**src/rtl/chirp_seq_pkg.sv**
```systemverilog
package chirp_seq_pkg;

  localparam int NUM_WAVES = 3;

  typedef enum logic [1:0] {
    WV_SHORT  = 2'd0,
    WV_MEDIUM = 2'd1,
    WV_LONG   = 2'd2,
    WV_RSVD   = 2'd3
  } wave_t;

  typedef enum logic [1:0] {
    MD_PASS  = 2'd0,
    MD_SCAN  = 2'd1,
    MD_DEBUG = 2'd2,
    MD_TRACK = 2'd3
  } mode_t;

  typedef enum logic [1:0] {
    PH_IDLE = 2'd0,
    PH_TX   = 2'd1,
    PH_RX   = 2'd2
  } phase_t;

  typedef struct packed {
    logic       ok;
    logic [1:0] idx;
  } pick_t;

  // Lowest enabled waveform index in the mask (0 when none).
  function automatic logic [1:0] lowest_on(input logic [NUM_WAVES-1:0] m);
    logic [1:0] r;
    r = 2'd0;
    for (int i = NUM_WAVES - 1; i >= 0; i--) begin
      if (m[i]) r = 2'(i);
    end
    return r;
  endfunction

  // Next enabled waveform after cur, cyclic; cur itself is considered last.
  function automatic pick_t next_on(input logic [NUM_WAVES-1:0] m, input logic [1:0] cur);
    pick_t p;
    int    j;
    p.ok  = 1'b0;
    p.idx = 2'd0;
    for (int k = NUM_WAVES; k >= 1; k--) begin
      j = (int'(cur) + k) % NUM_WAVES;
      if (m[j]) begin
        p.ok  = 1'b1;
        p.idx = 2'(j);
      end
    end
    return p;
  endfunction

  // True when some waveform above cur is enabled.
  function automatic logic any_above(input logic [NUM_WAVES-1:0] m, input logic [1:0] cur);
    logic r;
    r = 1'b0;
    for (int i = 0; i < NUM_WAVES; i++) begin
      if (i > int'(cur) && m[i]) r = 1'b1;
    end
    return r;
  endfunction

endpackage

```
**src/rtl/chirp_phase_timer.sv**
```systemverilog
module chirp_phase_timer
  import chirp_seq_pkg::*;
#(
  parameter int CNT_W = 16
) (
  input  logic             clk,
  input  logic             rst_n,
  input  logic             abort,
  input  logic             start,
  input  logic [CNT_W-1:0] tx_len,
  input  logic [CNT_W-1:0] rx_len,
  output phase_t           phase,
  output logic             sub_end
);

  logic [CNT_W-1:0] tmr;

  assign sub_end = (phase == PH_RX) && (tmr == '0);

  always_ff @(posedge clk) begin
    if (!rst_n) begin
      phase <= PH_IDLE;
      tmr   <= '0;
    end else if (abort) begin
      phase <= PH_IDLE;
      tmr   <= '0;
    end else if (start) begin
      phase <= PH_TX;
      tmr   <= tx_len - CNT_W'(1);
    end else begin
      case (phase)
        PH_TX: begin
          if (tmr == '0) begin
            phase <= PH_RX;
            tmr   <= rx_len - CNT_W'(1);
          end else begin
            tmr <= tmr - CNT_W'(1);
          end
        end
        PH_RX: begin
          if (tmr == '0) phase <= PH_IDLE;
          else           tmr   <= tmr - CNT_W'(1);
        end
        default: phase <= PH_IDLE;
      endcase
    end
  end

endmodule

```
**src/rtl/chirp_wave_picker.sv**
```systemverilog
module chirp_wave_picker
  import chirp_seq_pkg::*;
(
  input  mode_t                  mode,
  input  logic [NUM_WAVES-1:0]   sub_en,
  input  logic                   ext_req,
  input  wave_t                  ext_wave,
  input  logic                   debug_go,
  input  phase_t                 phase,
  input  logic                   sub_end,
  input  wave_t                  cur_wave,
  input  logic                   fb_q,
  input  logic                   fb_now,
  output logic                   start,
  output wave_t                  start_wave,
  output logic                   frame_evt
);

  logic  idle, ext_ok, scan_old, scan_now;
  pick_t nxt;

  assign idle     = (phase == PH_IDLE);
  assign ext_ok   = (ext_wave != WV_RSVD);
  assign scan_old = (mode == MD_SCAN) || ((mode == MD_TRACK) && fb_q);
  assign scan_now = (mode == MD_SCAN) || ((mode == MD_TRACK) && fb_now);
  assign nxt      = next_on(sub_en, cur_wave);

  // Frame closes at every sub-frame end except mid-way through a scan pass.
  assign frame_evt = (mode != MD_PASS) && sub_end &&
                     !(scan_old && any_above(sub_en, cur_wave));

  always_comb begin
    start      = 1'b0;
    start_wave = cur_wave;
    case (mode)
      MD_PASS: begin
        if (ext_req && ext_ok) begin
          start      = 1'b1;
          start_wave = ext_wave;
        end
      end
      MD_DEBUG: begin
        if (idle && debug_go && ext_ok) begin
          start      = 1'b1;
          start_wave = ext_wave;
        end
      end
      default: begin
        if (scan_now) begin
          if (sub_end) begin
            start      = nxt.ok;
            start_wave = wave_t'(nxt.idx);
          end else if (idle && (|sub_en)) begin
            start      = 1'b1;
            start_wave = wave_t'(lowest_on(sub_en));
          end
        end else if ((idle || sub_end) && ext_ok) begin
          start      = 1'b1;
          start_wave = ext_wave;
        end
      end
    endcase
  end

endmodule

```
**src/rtl/chirp_track_watchdog.sv**
```systemverilog
module chirp_track_watchdog #(
  parameter int WD_FRAMES = 5,
  localparam int CW = $clog2(WD_FRAMES + 1)
) (
  input  logic          clk,
  input  logic          rst_n,
  input  logic          track_mode,
  input  logic          hit,
  input  logic          frame_evt,
  output logic          fb_q,
  output logic          fb_now,
  output logic [CW-1:0] idle_cnt
);

  logic fire;

  assign fire   = track_mode && !hit && frame_evt && !fb_q &&
                  (idle_cnt == CW'(WD_FRAMES - 1));
  assign fb_now = fb_q || fire;

  always_ff @(posedge clk) begin
    if (!rst_n || !track_mode) begin
      idle_cnt <= '0;
      fb_q     <= 1'b0;
    end else if (hit) begin
      idle_cnt <= '0;
      fb_q     <= 1'b0;
    end else if (fire) begin
      idle_cnt <= '0;
      fb_q     <= 1'b1;
    end else if (frame_evt && !fb_q) begin
      idle_cnt <= idle_cnt + CW'(1);
    end
  end

endmodule

```
**src/rtl/chirp_sequencer.sv**
```systemverilog
module chirp_sequencer
  import chirp_seq_pkg::*;
#(
  parameter int CNT_W     = 16,
  parameter int SHORT_DEF = 100,
  parameter int MED_DEF   = 500,
  parameter int LONG_DEF  = 1000,
  parameter int WD_FRAMES = 5
) (
  input  logic             clk,
  input  logic             rst_n,
  input  logic [1:0]       mode_sel,
  input  logic [2:0]       sub_en,
  input  logic             ext_req,
  input  logic [1:0]       ext_wave,
  input  logic             debug_go,
  input  logic             track_hit,
  input  logic [CNT_W-1:0] cfg_short_tx,
  input  logic [CNT_W-1:0] cfg_short_rx,
  input  logic [CNT_W-1:0] cfg_med_tx,
  input  logic [CNT_W-1:0] cfg_med_rx,
  input  logic [CNT_W-1:0] cfg_long_tx,
  input  logic [CNT_W-1:0] cfg_long_rx,
  output logic [1:0]       wave_sel,
  output logic             chirp_pulse,
  output logic             frame_end,
  output logic             scan_fallback
);

  localparam int WD_CW = $clog2(WD_FRAMES + 1);

  function automatic logic [CNT_W-1:0] tx_fix(input logic [CNT_W-1:0] cfg, input int def);
    return (cfg == '0) ? CNT_W'(def) : cfg;
  endfunction

  function automatic logic [CNT_W-1:0] rx_fix(input logic [CNT_W-1:0] cfg);
    return (cfg == '0) ? CNT_W'(1) : cfg;
  endfunction

  mode_t            md;
  wave_t            wave_q, start_wave_w;
  phase_t           phase_w;
  logic             sub_end_w, start_w, frame_evt_w, fb_q_w, fb_now_w;
  logic [CNT_W-1:0] tx_len_w, rx_len_w;
  logic [WD_CW-1:0] idle_cnt_w;
  logic             pulse_q, frame_q;

  assign md = mode_t'(mode_sel);

  always_comb begin
    case (start_wave_w)
      WV_MEDIUM: tx_len_w = tx_fix(cfg_med_tx, MED_DEF);
      WV_LONG:   tx_len_w = tx_fix(cfg_long_tx, LONG_DEF);
      default:   tx_len_w = tx_fix(cfg_short_tx, SHORT_DEF);
    endcase
    case (wave_q)
      WV_MEDIUM: rx_len_w = rx_fix(cfg_med_rx);
      WV_LONG:   rx_len_w = rx_fix(cfg_long_rx);
      default:   rx_len_w = rx_fix(cfg_short_rx);
    endcase
  end

  chirp_phase_timer #(.CNT_W(CNT_W)) u_timer (
    .clk     (clk),
    .rst_n   (rst_n),
    .abort   (md == MD_PASS),
    .start   (start_w),
    .tx_len  (tx_len_w),
    .rx_len  (rx_len_w),
    .phase   (phase_w),
    .sub_end (sub_end_w)
  );

  chirp_wave_picker u_picker (
    .mode       (md),
    .sub_en     (sub_en),
    .ext_req    (ext_req),
    .ext_wave   (wave_t'(ext_wave)),
    .debug_go   (debug_go),
    .phase      (phase_w),
    .sub_end    (sub_end_w),
    .cur_wave   (wave_q),
    .fb_q       (fb_q_w),
    .fb_now     (fb_now_w),
    .start      (start_w),
    .start_wave (start_wave_w),
    .frame_evt  (frame_evt_w)
  );

  chirp_track_watchdog #(.WD_FRAMES(WD_FRAMES)) u_wd (
    .clk        (clk),
    .rst_n      (rst_n),
    .track_mode (md == MD_TRACK),
    .hit        (track_hit),
    .frame_evt  (frame_evt_w),
    .fb_q       (fb_q_w),
    .fb_now     (fb_now_w),
    .idle_cnt   (idle_cnt_w)
  );

  always_ff @(posedge clk) begin
    if (!rst_n) begin
      wave_q  <= WV_SHORT;
      pulse_q <= 1'b0;
      frame_q <= 1'b0;
    end else begin
      pulse_q <= start_w;
      frame_q <= frame_evt_w;
      if (start_w) wave_q <= start_wave_w;
    end
  end

  assign wave_sel      = wave_q;
  assign chirp_pulse   = pulse_q;
  assign frame_end     = frame_q;
  assign scan_fallback = fb_q_w;

endmodule

```
**config.mk**
```make
export PLATFORM = sky130hd
export DESIGN_NAME = chirp_sequencer
export DESIGN_NICKNAME = d
export VERILOG_FILES = /design/src/rtl/chirp_seq_pkg.sv /design/src/rtl/chirp_phase_timer.sv /design/src/rtl/chirp_wave_picker.sv /design/src/rtl/chirp_track_watchdog.sv /design/src/rtl/chirp_sequencer.sv
export SDC_FILE = /design/constraint.sdc
export NUM_CORES = 1
export LEC_CHECK = 0
export ABC_AREA = 1
export BUFFER_PORTS_ARGS = -buffer_cell sky130_fd_sc_hd__buf_2
export CAP_MARGIN = 20
export CORE_ASPECT_RATIO = 1.75
export CORE_UTILIZATION = 30
export CTS_BUF_LIST = sky130_fd_sc_hd__clkbuf_4 sky130_fd_sc_hd__clkbuf_8 sky130_fd_sc_hd__clkbuf_16
export CTS_CLUSTER_SIZE = 40
export DETAILED_ROUTE_END_ITERATION = 7
export PLACE_DENSITY = 0.48
export SETUP_SLACK_MARGIN = 0.3
export SYNTH_ARGS = -nofsm -noshare
export SYNTH_HDL_FRONTEND = slang
export SYNTH_HIERARCHICAL = 1
export SYNTH_SLANG_ARGS = --single-unit
```
**constraint.sdc**
```tcl
create_clock -name clk -period 5.9 [get_ports clk]
set_clock_uncertainty 0.1 [all_clocks]
set_input_delay 1.77 -clock clk [delete_from_list [all_inputs] [get_ports clk]]
set_output_delay 1.77 -clock clk [all_outputs]
set_load 0.02 [all_outputs]
```
Word level (Yosys, flattened, before mapping)
Cells that the tools add are included.

Add/subtract/negate cells: 7. Divide/modulo/power cells: 3. Magnitude comparators: 5. Equality and inequality tests: 16. Muxes and demuxes: 47. Bitwise operators: 1. Reduce and logical (&&, ||, !) cells: 47.

Operator list (count): 16-bit 2-to-1 mux (9); 16-bit zero test (7); 32-bit by 4-bit < comparator with 1-bit output (second input constant) (3); 32-bit by 3-bit modulo with 32-bit output (second input constant) (3); 16-bit case mux with 2 select lines (3); 16-bit by 1-bit subtractor with 16-bit output (second input constant) (3); 2-bit 2-to-1 mux (11); 1-bit logical AND (18); 1-bit 2-to-1 mux (15); 2-bit == test (second input constant) (5); 3-bit 2-to-1 mux (3); 3-bit OR reduction (3); 2-bit by 1-bit == test with 1-bit output (second input constant) (4); 2-bit case mux with 2 select lines (2); 2-bit by 2-bit adder with 3-bit output (second input constant) (2); 1-bit binary-select mux with 2-bit select (3); 3-bit inequality test (second input constant) (2); 2-bit AND reduction (3); 1-bit zero test (5); 1-bit logical OR (5); 2-bit zero test (2); 2-bit inequality test (second input constant) (2); 2-bit OR reduction (2); 2-bit by 1-bit adder with 3-bit output (second input constant) (1); other kinds (10) (10).

Register bits: 26. Output and inout bits: 5.

Depth between registers and ports, before layout
Gate-level depths: netlist of the first run.

Depth after elaboration: 19. Depth in mapped cells: 37.

Modules after synthesis
The synthesis of the first run kept the hierarchy.

Modules (own cells, without submodules): chirp_phase_timer (times used 1, cells an instance 363, area an instance 2097.0 µm², sequential area each 360.3 µm²); chirp_sequencer (times used 1, cells an instance 297, area an instance 1361.3 µm², sequential area each 80.1 µm²); chirp_wave_picker (times used 1, cells an instance 107, area an instance 563.0 µm², sequential area each 0.0 µm²); chirp_track_watchdog (times used 1, cells an instance 35, area an instance 241.5 µm², sequential area each 80.1 µm²).

Worst setup path after synthesis of the first run
Ideal clock, no wire load.

Path type: in2reg. Start point: in mode_sel[1]. End point: reg u_timer.tmr[14]. Data arrival time: 4.927 ns. Required time: 5.691 ns. Path slack: 0.764 ns. Stages on the path: 30. Path through: inv_1 > o21ai_0 > o21a_1 > inv_1 > nor2_4 > nand3_1 > nand2_1 > or2_4 > nor2_4 > nand2_1 > a21oi_1 > nor2_1 > nand2_1 > inv_1 > ha_1 > buf_2 > buf_4 > a21oi_1 > a21oi_1 > inv_1 > ha_1 > nand2_1 > nor2_1 > nand2_1 > nor2_1 > nand3_1 > nand3_1 > nand3_1 > nand2_1 > inv_1.

Word-level cells in the longest chain between the ends: 18. Elaborated cells on any way between the ends: 31.

Ends and longest elaborated chain: start, declared (RTL line chirp_sequencer.sv:12) `input logic [1:0] mode_sel,`; 2-bit == test (RTL line chirp_wave_picker.sv:24) `assign scan_old = (mode == MD_SCAN) || ((mode == MD_TRACK) && fb_q);`; 1-bit logical AND (RTL line chirp_wave_picker.sv:24); 1-bit logical OR (RTL line chirp_wave_picker.sv:24); 1-bit logical AND (RTL line chirp_wave_picker.sv:30) `!(scan_old && any_above(sub_en, cur_wave));`; 1-bit zero test (RTL line chirp_wave_picker.sv:30); 1-bit logical AND * (RTL line chirp_wave_picker.sv:29) `assign frame_evt = (mode != MD_PASS) && sub_end &&`; net frame_evt_w (RTL line chirp_sequencer.sv:43) `logic sub_end_w, start_w, frame_evt_w, fb_q_w, fb_now_w;`; 1-bit logical AND * (3 in series) (RTL line chirp_track_watchdog.sv:17) `assign fire = track_mode && !hit && frame_evt && !fb_q &&`; (+1 left out); net fb_now_w (RTL line chirp_sequencer.sv:43); (+2 left out); 2-bit 2-to-1 mux * (RTL line chirp_wave_picker.sv:49) `if (scan_now) begin`; 2-bit case mux with 2 select lines * (RTL line chirp_wave_picker.sv:35) `case (mode)`; net start_wave_w[0] (RTL line chirp_sequencer.sv:41) `wave_t wave_q, start_wave_w;`; 2-bit == test / 2-bit by 1-bit == test with 1-bit output (equally long branches) (RTL line chirp_sequencer.sv:51) `case (start_wave_w)`; 16-bit case mux with 2 select lines * (RTL line chirp_sequencer.sv:51); net tx_len_w[0] (RTL line chirp_sequencer.sv:44) `logic [CNT_W-1:0] tx_len_w, rx_len_w;`; 16-bit by 1-bit subtractor with 16-bit output * (RTL line chirp_phase_timer.sv:29) `tmr <= tx_len - CNT_W'(1);`; 16-bit 2-to-1 mux * (RTL line chirp_phase_timer.sv:27) `end else if (start) begin`; end signal, assigned (RTL line chirp_phase_timer.sv:29); end signal, assigned (RTL line chirp_phase_timer.sv:35) `tmr <= rx_len - CNT_W'(1);`; end signal, assigned (RTL line chirp_phase_timer.sv:37) `tmr <= tmr - CNT_W'(1);`; end, declared (RTL line chirp_phase_timer.sv:16) `logic [CNT_W-1:0] tmr;`.

The timed path passes the listed nets; every way through them passes the cells marked *. A chain may end at the register's enable or synchronous reset.

Worst setup path after layout of the first run
Start point: in mode_sel[0]. End point: reg u_timer.tmr[14].

Same word-level chain as after synthesis.

==> results of run 1 <==
timing repair:
action | 4_1_cts | 5_1_grt
hold buffers | 0 | 0
setup endpoints to repair | 0 | 7
resized for setup | 0 | 6
cells in the final DEF, fill, tap and decap left out, types with 2 or more instances in the layout:
cell	instances
a21oi_1	67
a21oi_2	4
a22oi_1	10
a31oi_1	2
buf_2	112
buf_4	7
clkbuf_16	3
clkinv_1	2
dfxtp_1	26
ha_1	13
inv_1	101
inv_2	9
nand2_1	244
nand2_2	8
nand2_4	3
nand3_1	50
nand3_2	5
nand3_4	3
nand3b_1	2
nand4_1	9
nor2_1	127
nor2_2	12
nor2_4	7
nor3_1	2
o211ai_1	3
o21ai_0	25
o21ai_1	14
or2_1	2
xnor2_1	6
xor2_1	10
kinds of logic after synthesis:
kind of cell               after synthesis
and+or+nand+nor                        478
buffers and inverters                  135
AOI/OAI and AO/OA                      133
DFF                                     26
xor gates and xnor gates                16
adders and majority gates               14
path summary, 6_finish.rpt:
kind / end / depth (start not counted)
worst max-delay path: u_timer/tmr[14] / 30
worst min-delay path: u_timer/tmr[0] / 2
worst max register to register: u_timer/tmr[14] / 34
worst min register to register: u_timer/tmr[0] / 2
flip-flops by register name (all words and copies together), names as in the netlist:
signal	flops
u_timer/tmr	16
u_wd/idle_cnt	3
u_timer/phase	2
wave_sel	2
chirp_pulse	1
frame_end	1
u_wd/fb_q	1
layout make-up:
cell class,count,area (um2),share of cell area
Clock buffer,3,75.1,0.0149
Multi-Input combinational cell,641,3190,0.632
Tap cell,177,221,0.0439
Inverter,113,425,0.0843
Timing Repair Buffer,119,613,0.121
Sequential cell,26,520,0.103
critical path: cells and delay by family:
kind                     cells  cell delay (ns)
adder cells (fa/ha/maj)      2             0.59
buffers and inverters        6             0.56
AND/OR/NAND/NOR             19             2.00
AO/OA/AOI/OAI                3             0.31
per-stage QoR:
step	worst slack (ns)	cell area, um2	total power, mW
finish	0.717	5050	1.27
global route	0.300	5050	1.41
CTS	0.444	5020	1.28
detailed placement	0.154	4950	1.12
global placement	0.270	4950	1.12
floorplan	0.764	4260	0.922
power breakdown:
part,internal [mW],switching (mW),leakage [nW]
clock,0.0902,0.0668,0.0370
combinational,0.316,0.562,2.36
sequential,0.201,0.0337,0.213
routing by layer:
| layer | global-route usage | wire [um] | up-vias |
|---|---|---|---|
| met3 | 0.00952 | 400 | 21 |
| met5 | 0 | 0 | - |
| met2 | 0.375 | 7280 | 124 |
| li1 | - | - | 2737 |
| met4 | 0.0732 | 395 | 0 |
| met1 | 0.185 | 5140 | 2133 |
==> results by group, run 1 <==
Placed design
  • Post-DP HPWL: 11300 um
  • IO buf count: 112
  • Placed cells: 1075
  • Placer Congestion: 0.819

Global routing
  • Global-route wire length before repair: 21900 um
  • Gr ovfl total: 0
  • Total GRT Usage: 0.183
  • Vias in the first global route: 4882
  • Largest net degree at the start of global routing: 26
  • Initial antenna violation count: 0

Yosys
  • Area share of the largest cell type after synthesis: 0.215
  • Largest family of logic cells by synthesized area: simple AND/OR/NAND/NOR gates
  • Mapped Area: 4260 um2
  • Mux contribution to synthesized area: 0
  • Post-synth EDFFs: 0
  • Area share of and/or/nand/nor cells after synthesis: 0.493
  • Ys async rst share: 0
  • Synth top area cells: nand2_1 21%, dfxtp_1 12%, nor2_1 11%, inv_1 8.9%, a21oi_1 7.9%
  • Xor/xnor share of the synthesized area: 0.0329
  • Post-synth top area cell: nand2_1
  • Top FF cell, synth: dfxtp_1
  • Synth cell count leaders: 244 x nand2_1, 130 x nor2_1, 101 x inv_1
  • Compound-gate portion of the synthesized area: 0.178
  • Top-count cell post-synth: nand2_1
  • Register area share after synthesis: 0.122
  • Syn Inst Count: 802
  • Post-synthesis adder-cell area fraction: 0.0411
  • Syn Nets: 924
  • Mapped Avg Cell Area: 5.32 um2
  • Number of synthesized register bits: 26
  • Ys Warns: 6
  • Unique masters post-synth: 46

Die
  • Top Ports: 113
  • Die Wd: 92.1 um
  • Core Rows: 57
  • Core footprint: 13900 um2
  • Full die area: 14700 um2
  • Initial Util: 0.307
  • Die Y: 160 um

Critical path
  • Cell mode on critical path: nand2_1
  • Worst Path Class, Setup: input port to flop
  • R2R setup slack: 1.08 ns
  • CP peak stage delay: 0.41 ns
  • FF-to-FF Start: u_timer/tmr[0]
  • CP Capture Type: flop
  • Crit. Startpoint: mode_sel[0]
  • Startpoint Class: input port
  • Critical path peak fanout: 10
  • CP arrival: 5.26 ns
  • Crit-path slowest cell: ha_2
  • CP required: 5.97 ns

Routing
  • Detailed Routing Iterations Pass 1: 4
  • DRT Wirelength: 13200 um
  • Antenna Violating Nets Remaining: 0
  • Residual DRC count: 0
  • Vias/cell: 4.65
  • Initial DRC Count: 170
  • Via count: 5015
  • WL per Instance: 12.2 um

Timing
  • Final Hold Fails: 0
  • Final TNS setup: 0 ns
  • Final setup violating endpoints: 0
  • RSZ-0062 raised after global routing: false
  • Smallest hold slack: 0.391 ns
  • F_max: 0.193 GHz
  • Slew HR: 0.507
  • Period utilisation layout: 0.878
  • Fin crit period: 5.18 ns
  • Max Slew Vio Count: 0
  • Slew @ Worst Pin: 0.739 ns

Final layout
  • Nets: 1026
  • Diodes inserted: 0
  • Layout cells sized above 1: 0.201
  • Area Growth Syn to Fin: 18.4%
  • Final Instance Count excl. Fillers: 1079
  • Final Util: 0.363
  • Fillers: 1682

Min path
  • Hold Crit Start: u_timer/tmr[0]
  • Hold crit path type: flop to flop

Clock network
  • H-tree Lvls: 1
  • Maximum clock path buffer count: 2
  • CTS sink count: 26
  • Post-CTS Setup Bufs: 0
  • CTS tree: yes
  • CTS buffer count: 3
  • CTS root buffer: clkbuf_16
  • Reg clk slew, reported paths: 0.07 ns
  • Clock Latency Late Sink: 0.27 ns

Power
  • Worst VDD drop: 0.000110 V
  • PD cells: 252 nW/um2
  • Static leakage: 2.61 nW

Job
  • Max capacitance violation total: 0

Status
  • Status: completed
Note: power is estimated with default switching activity, not from simulation.
==> inputs of run 2 (changes only) <==
- CORE_UTILIZATION: 30 -> 25
- PLACE_DENSITY: 0.48 -> 0.42
==> run 2 against run 1 <==
Clock-buffer cell count rose by 1. Non-clock buffer count rose by 2. Combinational power rose by 1%. Worst setup slack improved by 0.018 ns. Critical path depth did not move. Highest routed layer unchanged. Critical path type unchanged. Clock power rose by 13%. Total power rose by 2.8%. Hold slack got worse by 0.0024 ns.
==> results by group, run 2 (synthesis results as in run 1) <==
Status
  • Status: completed

Die
  • Core footprint: 16500 um2 (+19%)
  • Die Y: 175 um (+9.4%)
  • Top Ports: 113 (unchanged)
  • Die Wd: 101 um (+9.3%)
  • Full die area: 17600 um2 (+20%)
  • Core Rows: 62 (+8.8%)
  • Initial Util: 0.258 (-0.0485)

Placed design
  • Post-Place Cell Area: 5030 um2 (+1.6%)
  • Placed cells: 1125 (+4.7%)
  • Post-DP HPWL: 12000 um (+6.0%)
  • Worst slack at placement: 0.184 ns (+0.0300 ns)
  • Placer Congestion: 0.806 (-1.6%)
  • IO buf count: 112 (unchanged)

Critical path
  • Worst Path Class, Setup: input port to flop
  • Crit. Startpoint: mode_sel[0]
  • Critical path peak fanout: 9 (-1)
  • Startpoint Class: input port
  • Crit-path slowest cell: ha_2
  • FF-to-FF Start: u_timer/tmr[0]
  • CP arrival: 5.25 ns (about the same)
  • CP required: 5.98 ns (about the same)
  • CP Capture Type: flop
  • CP peak stage delay: 0.41 ns (about the same)
  • Cell mode on critical path: nand2_1

Clock network
  • CTS root buffer: clkbuf_16
  • Post-cts sizing count: 0 (unchanged)
  • CTS sink count: 26 (unchanged)
  • Hold buffer count at CTS: 0 (unchanged)
  • Maximum clock path buffer count: 2 (unchanged)
  • CTS buffer count: 3 (unchanged)
  • Reg clk slew, reported paths: 0.07 ns (about the same)
  • H-tree Lvls: 1 (unchanged)
  • CTS tree: yes
  • Post-CTS Setup Bufs: 0 (unchanged)
  • Clock Latency Late Sink: 0.28 ns (about the same)

Final layout
  • Commonest cells after routing, fill and taps aside: 244 x nand2_1, 127 x nor2_1, 112 x buf_2
  • Diodes inserted: 0 (unchanged)
  • Nets: 1028 (+0.19%)
  • Layout cells sized above 1: 0.203 (+0.00265)
  • Largest registers: u_timer/tmr (16), u_wd/idle_cnt (3)
  • Post-Layout Inst Area: 5130 um2 (+1.6%)
  • Final Instance Count excl. Fillers: 1129 (+4.6%)
  • Fillers: 1975 (+17%)
  • Max FFs per register: 16 (unchanged)
  • FF+latch area: 520 um2 (unchanged)
  • Area Growth Syn to Fin: 20.4%
  • Area occupied by multi-input gates: 3190 um2 (-0.16%)
  • Biggest register: u_timer/tmr
  • Most common cell after layout, fill and taps aside: nand2_1

Power
  • PD cells: 254 nW/um2 (+1.1%)
  • Static leakage: 2.63 nW (+0.63%)
  • Worst VDD drop: 0.000106 V (-3.8%)
  • Tot Pwr: 1.31 mW (+2.8%)

Timing
  • Final Hold Fails: 0 (unchanged)
  • Slew HR: 0.508 (about the same)
  • Max Slew Vio Count: 0 (unchanged)
  • Final TNS setup: 0 ns (unchanged)
  • Period utilisation layout: 0.875 (-0.00309)
  • Final worst setup slack: 0.736 ns (+0.0182 ns)
  • Slew @ Worst Pin: 0.739 ns (-0.000357 ns)
  • Final setup violating endpoints: 0 (unchanged)
  • RSZ-0062 raised after global routing: false
  • F_max: 0.194 GHz (+0.35%)
  • Fin crit period: 5.16 ns (-0.0182 ns)

Routing
  • Antenna Violating Nets Remaining: 0 (unchanged)
  • Vias/cell: 4.48 (-3.7%)
  • WL per Instance: 12.5 um (+1.9%)
  • Detailed Routing Iterations Pass 1: 4 (unchanged)
  • DRT Wirelength: 14100 um (+6.7%)
  • Residual DRC count: 0 (unchanged)
  • Via count: 5054 (+0.78%)
  • Initial DRC Count: 215 (+26%)

Global routing
  • Vias in the first global route: 5069 (+3.8%)
  • Gr ovfl total: 0 (unchanged)
  • Met2 Usage GRT: 0.338 (-0.0369)
  • Met3 Usage GRT: 0.00880 (-0.000724)
  • Initial antenna violation count: 0 (unchanged)
  • GR Util met1: 0.172 (-0.0138)
  • Largest net degree at the start of global routing: 26 (unchanged)
  • Total GRT Usage: 0.166 (-0.0169)
  • Gr busiest metal: met2
  • Global-route wire length before repair: 23300 um (+6.3%)

Job
  • Max capacitance violation total: 0 (unchanged)

Min path
  • Hold crit path type: flop to flop
  • Hold Crit Start: u_timer/tmr[0]
==> run 2: changes by cell type in the layout (fill, tap and decap cells not counted), sizes merged <==
cell	before	now
buf	119	121
clkbuf	3	4
==> run 2: worst max-delay path: cells and delay by family <==
kind,cells,cell delay (ns)
AND/OR/NAND/NOR,19,1.99
adder cells (fa/ha/maj),2,0.59
buffers and inverters,6,0.56
AO/OA/AOI/OAI,3,0.32
==> run 2: power by group <==
| group | internal, mW | switching, mW |
|---|---|---|
| clock network | 0.104 | 0.0737 |
| logic | 0.320 | 0.570 |
| registers | 0.201 | 0.0369 |
| total | 0.625 | 0.681 |
==> run 2: final cells by class <==
class,count,area share
multi-input combinational,641,0.621
timing repair buffer,121,0.122
sequential,26,0.101
inverter,113,0.0829
tap,224,0.0546
clock buffer,4,0.0173
==> run 2: metal layers <==
| metal | share of wire | wire [um] | vias to the layer above |
|---|---|---|---|
| met2 | 0.55 | 7790 | 126 |
| li1 | - | - | 2734 |
| met3 | 0.031 | 432 | 17 |
| met4 | 0.025 | 359 | 0 |
| met1 | 0.39 | 5520 | 2177 |
| met5 | 0 | 0 | - |
==> run 2: worst paths after layout <==
| path | to | cells after the start | slack (ns) |
|---|---|---|---|
| hold / removal | u_timer/tmr[0] | 2 | 0.39 |
| setup reg to reg | u_timer/tmr[14] | 34 | 1.07 |
| hold reg to reg | u_timer/tmr[0] | 2 | 0.39 |
| setup / recovery | u_timer/tmr[14] | 30 | 0.74 |
==> run 2: metrics by stage <==
stage	hold WS (ns)	util
after floorplan	0.356	-
after global placement	0.381	0.304
after detailed placement	0.383	0.304
after CTS	0.395	0.310
after global routing	0.435	0.311
final	0.389	0.311
==> inputs of run 3 (changes only) <==
- CORE_UTILIZATION: 25 -> 40
- PLACE_DENSITY: 0.42 -> 0.61
- TNS_END_PERCENT: unset -> 50
==> run 3 against run 2 <==
Register-to-register slack improved by 0.22 ns. First-iteration DRC count decreased by 13%. Clock-buffer cell count unchanged. Total power decreased by 2.2%. Hold slack got worse by 0.0029 ns. Non-clock buffer count decreased by 2. Combinational power decreased by 2%. Critical endpoint is now u_timer/tmr[12].
==> results by group, run 3 (synthesis results as in run 1) <==
Status
  • Status: completed

Routing
  • Initial DRC Count: 187 (-13%)
  • DRT Wirelength: 11900 um (-15%)
  • Via count: 4947 (-2.1%)
  • Detailed Routing Iterations Pass 1: 5 (+1)
  • Residual DRC count: 0 (unchanged)
  • WL per Instance: 11.6 um (-7.2%)
  • Vias/cell: 4.80 (+7.3%)
  • Antenna Violating Nets Remaining: 0 (unchanged)

Min path
  • Hold crit path type: flop to flop

Placed design
  • Post-DP HPWL: 10000 um (-17%)
  • Post-Place Cell Area: 4880 um2 (-2.9%)
  • IO buf count: 112 (unchanged)
  • Placer Congestion: 0.873 (+8.4%)

Timing
  • F_max: 0.198 GHz (+2.3%)
  • Fin crit period: 5.05 ns (-0.118 ns)
  • Slew @ Worst Pin: 0.576 ns (-0.163 ns)
  • Slew HR: 0.616 (+0.109)
  • RSZ-0062 raised after global routing: false
  • Period utilisation layout: 0.855 (-0.0200)
  • Final setup violating endpoints: 0 (unchanged)
  • Max Slew Vio Count: 0 (unchanged)
  • Final Hold Fails: 0 (unchanged)
  • Final TNS setup: 0 ns (unchanged)

Power
  • Logic pwr share: 0.681 (about the same)
  • Internal: 625 uW (about the same)
  • Worst VDD drop: 0.000125 V (+17%)
  • Sw Ratio: 0.511 (-0.0102)
  • Psw: 653 uW (-4.1%)
  • Sequential power share: 0.184 (+0.002)
  • Static leakage: 2.62 nW (-0.36%)
  • Clock power share: 0.135 (about the same)
  • PD cells: 256 nW/um2 (+0.46%)

Critical path
  • Startpoint Class: input port
  • CP required: 5.96 ns (-0.02 ns)
  • CP Capture Type: flop
  • CP arrival: 5.10 ns (-0.15 ns)
  • CP peak stage delay: 0.34 ns (-0.07 ns)
  • Critical path peak fanout: 11 (+2)
  • Worst Path Class, Setup: input port to flop
  • Cell mode on critical path: nand2_1
  • Crit-path slowest cell: ha_4

Clock network
  • H-tree Lvls: 1 (unchanged)
  • CTS sink count: 26 (unchanged)
  • Post-cts sizing count: 0 (unchanged)
  • CTS tree: yes
  • Hold buffer count at CTS: 0 (unchanged)
  • Maximum clock path buffer count: 2 (unchanged)
  • CTS root buffer: clkbuf_16
  • Reg clk slew, reported paths: 0.07 ns (about the same)
  • Clock Latency Late Sink: 0.27 ns (about the same)
  • Post-CTS Setup Bufs: 0 (unchanged)
  • CTS buffer count: 3 (unchanged)

Global routing
  • Gr ovfl total: 0 (unchanged)
  • Initial antenna violation count: 0 (unchanged)
  • Total GRT Usage: 0.224 (+0.0575)
  • Largest net degree at the start of global routing: 25 (-3.8%)
  • Vias in the first global route: 4770 (-5.9%)
  • Global-route wire length before repair: 20200 um (-14%)

Final layout
  • Post-Layout Inst Area: 5000 um2 (-2.6%)
  • Most common cell after layout, fill and taps aside: nand2_1
  • Biggest register: u_timer/tmr
  • Final Util: 0.485 (+0.175)
  • Diodes inserted: 0 (unchanged)
  • Commonest cells after routing, fill and taps aside: 244 x nand2_1, 128 x nor2_1, 112 x buf_2
  • Fillers: 1157 (-41%)
  • Layout cells sized above 1: 0.199 (-0.00398)
  • Area Growth Syn to Fin: 17.2%
  • Largest registers: u_timer/tmr (16), u_wd/idle_cnt (3)
  • Nets: 1026 (-0.19%)
  • Max FFs per register: 16 (unchanged)

Job
  • Max capacitance violation total: 0 (unchanged)

Die
  • Core footprint: 10300 um2 (-38%)
  • Top Ports: 113 (unchanged)
  • Die Wd: 80.0 um (-21%)
  • Initial Util: 0.414 (+0.156)
  • Die Y: 139 um (-21%)
  • Full die area: 11100 um2 (-37%)
  • Core Rows: 49 (-21%)
## run 3: cell types whose count changed in the layout (fill, tap and decap cells not counted)
| cell | before | now |
|---|---|---|
| nor2_1 | 127 | 128 |
| buf_4 | 9 | 7 |
| ha_2 | 1 | 0 |
| nor3_2 | 1 | 0 |
| nor3_1 | 2 | 3 |
| ha_4 | 0 | 1 |
| nor2_2 | 13 | 12 |
## run 3: path summary, 6_finish.rpt
kind / slack (ns) / cells after the start / startpoint / end
min reg2reg: 0.39 / 2 / u_timer/tmr[0] / u_timer/tmr[0]
max reg2reg: 1.29 / 34 / u_timer/tmr[0] / u_timer/tmr[12]
min: 0.39 / 2 / u_timer/tmr[0] / u_timer/tmr[0]
max: 0.85 / 30 / mode_sel[0] / u_timer/tmr[12]
## run 3: final cells by class
| cell class | instances | area [um2] | share of cell area |
|---|---|---|---|
| inverters | 113 | 425 | 0.0851 |
| multi-input cells | 641 | 3190 | 0.638 |
| clock buffers | 4 | 88.8 | 0.0178 |
| repair buffers | 119 | 613 | 0.123 |
| flip-flops and latches | 26 | 520 | 0.104 |
| well taps | 127 | 159 | 0.0318 |
## run 3: power by group through the flow
stage	combinational, mW	sequential (mW)	clock (mW)
floorplan	0.688	0.234	0
detailed placement	0.863	0.239	0
global route	1.00	0.239	0.183
CTS	0.866	0.235	0.177
finish	0.870	0.235	0.172
global placement	0.863	0.239	0
## run 3: per-stage QoR
step / hold slack (ns) / power, mW / setup slack [ns] / std cells
2_1_floorplan: 0.356 / 0.922 / 0.764 / 802
3_3_place_gp: 0.375 / 1.10 / 0.282 / 1025
3_5_place_dp: 0.378 / 1.10 / 0.192 / 1025
4_1_cts: 0.390 / 1.28 / 0.479 / 1029
5_1_grt: 0.405 / 1.43 / 0.340 / 1030
6_report: 0.386 / 1.28 / 0.854 / 1030
## run 3: worst max-delay path, delay by kind of cell
family / cells / cell delay, ns
buf+inv: 5 / 0.52
simple gates: 19 / 1.94
fa+ha+maj: 2 / 0.52
compound gates: 4 / 0.36
## run 3: metal layers
| metal | vias up | routed length, um | global-route usage |
|---|---|---|---|
| li1 | 2733 | - | - |
| met5 | - | 0 | 0 |
| met3 | 13 | 410 | 0.0132 |
| met1 | 2071 | 4790 | 0.233 |
| met2 | 130 | 6420 | 0.442 |
| met4 | 0 | 317 | 0.0902 |
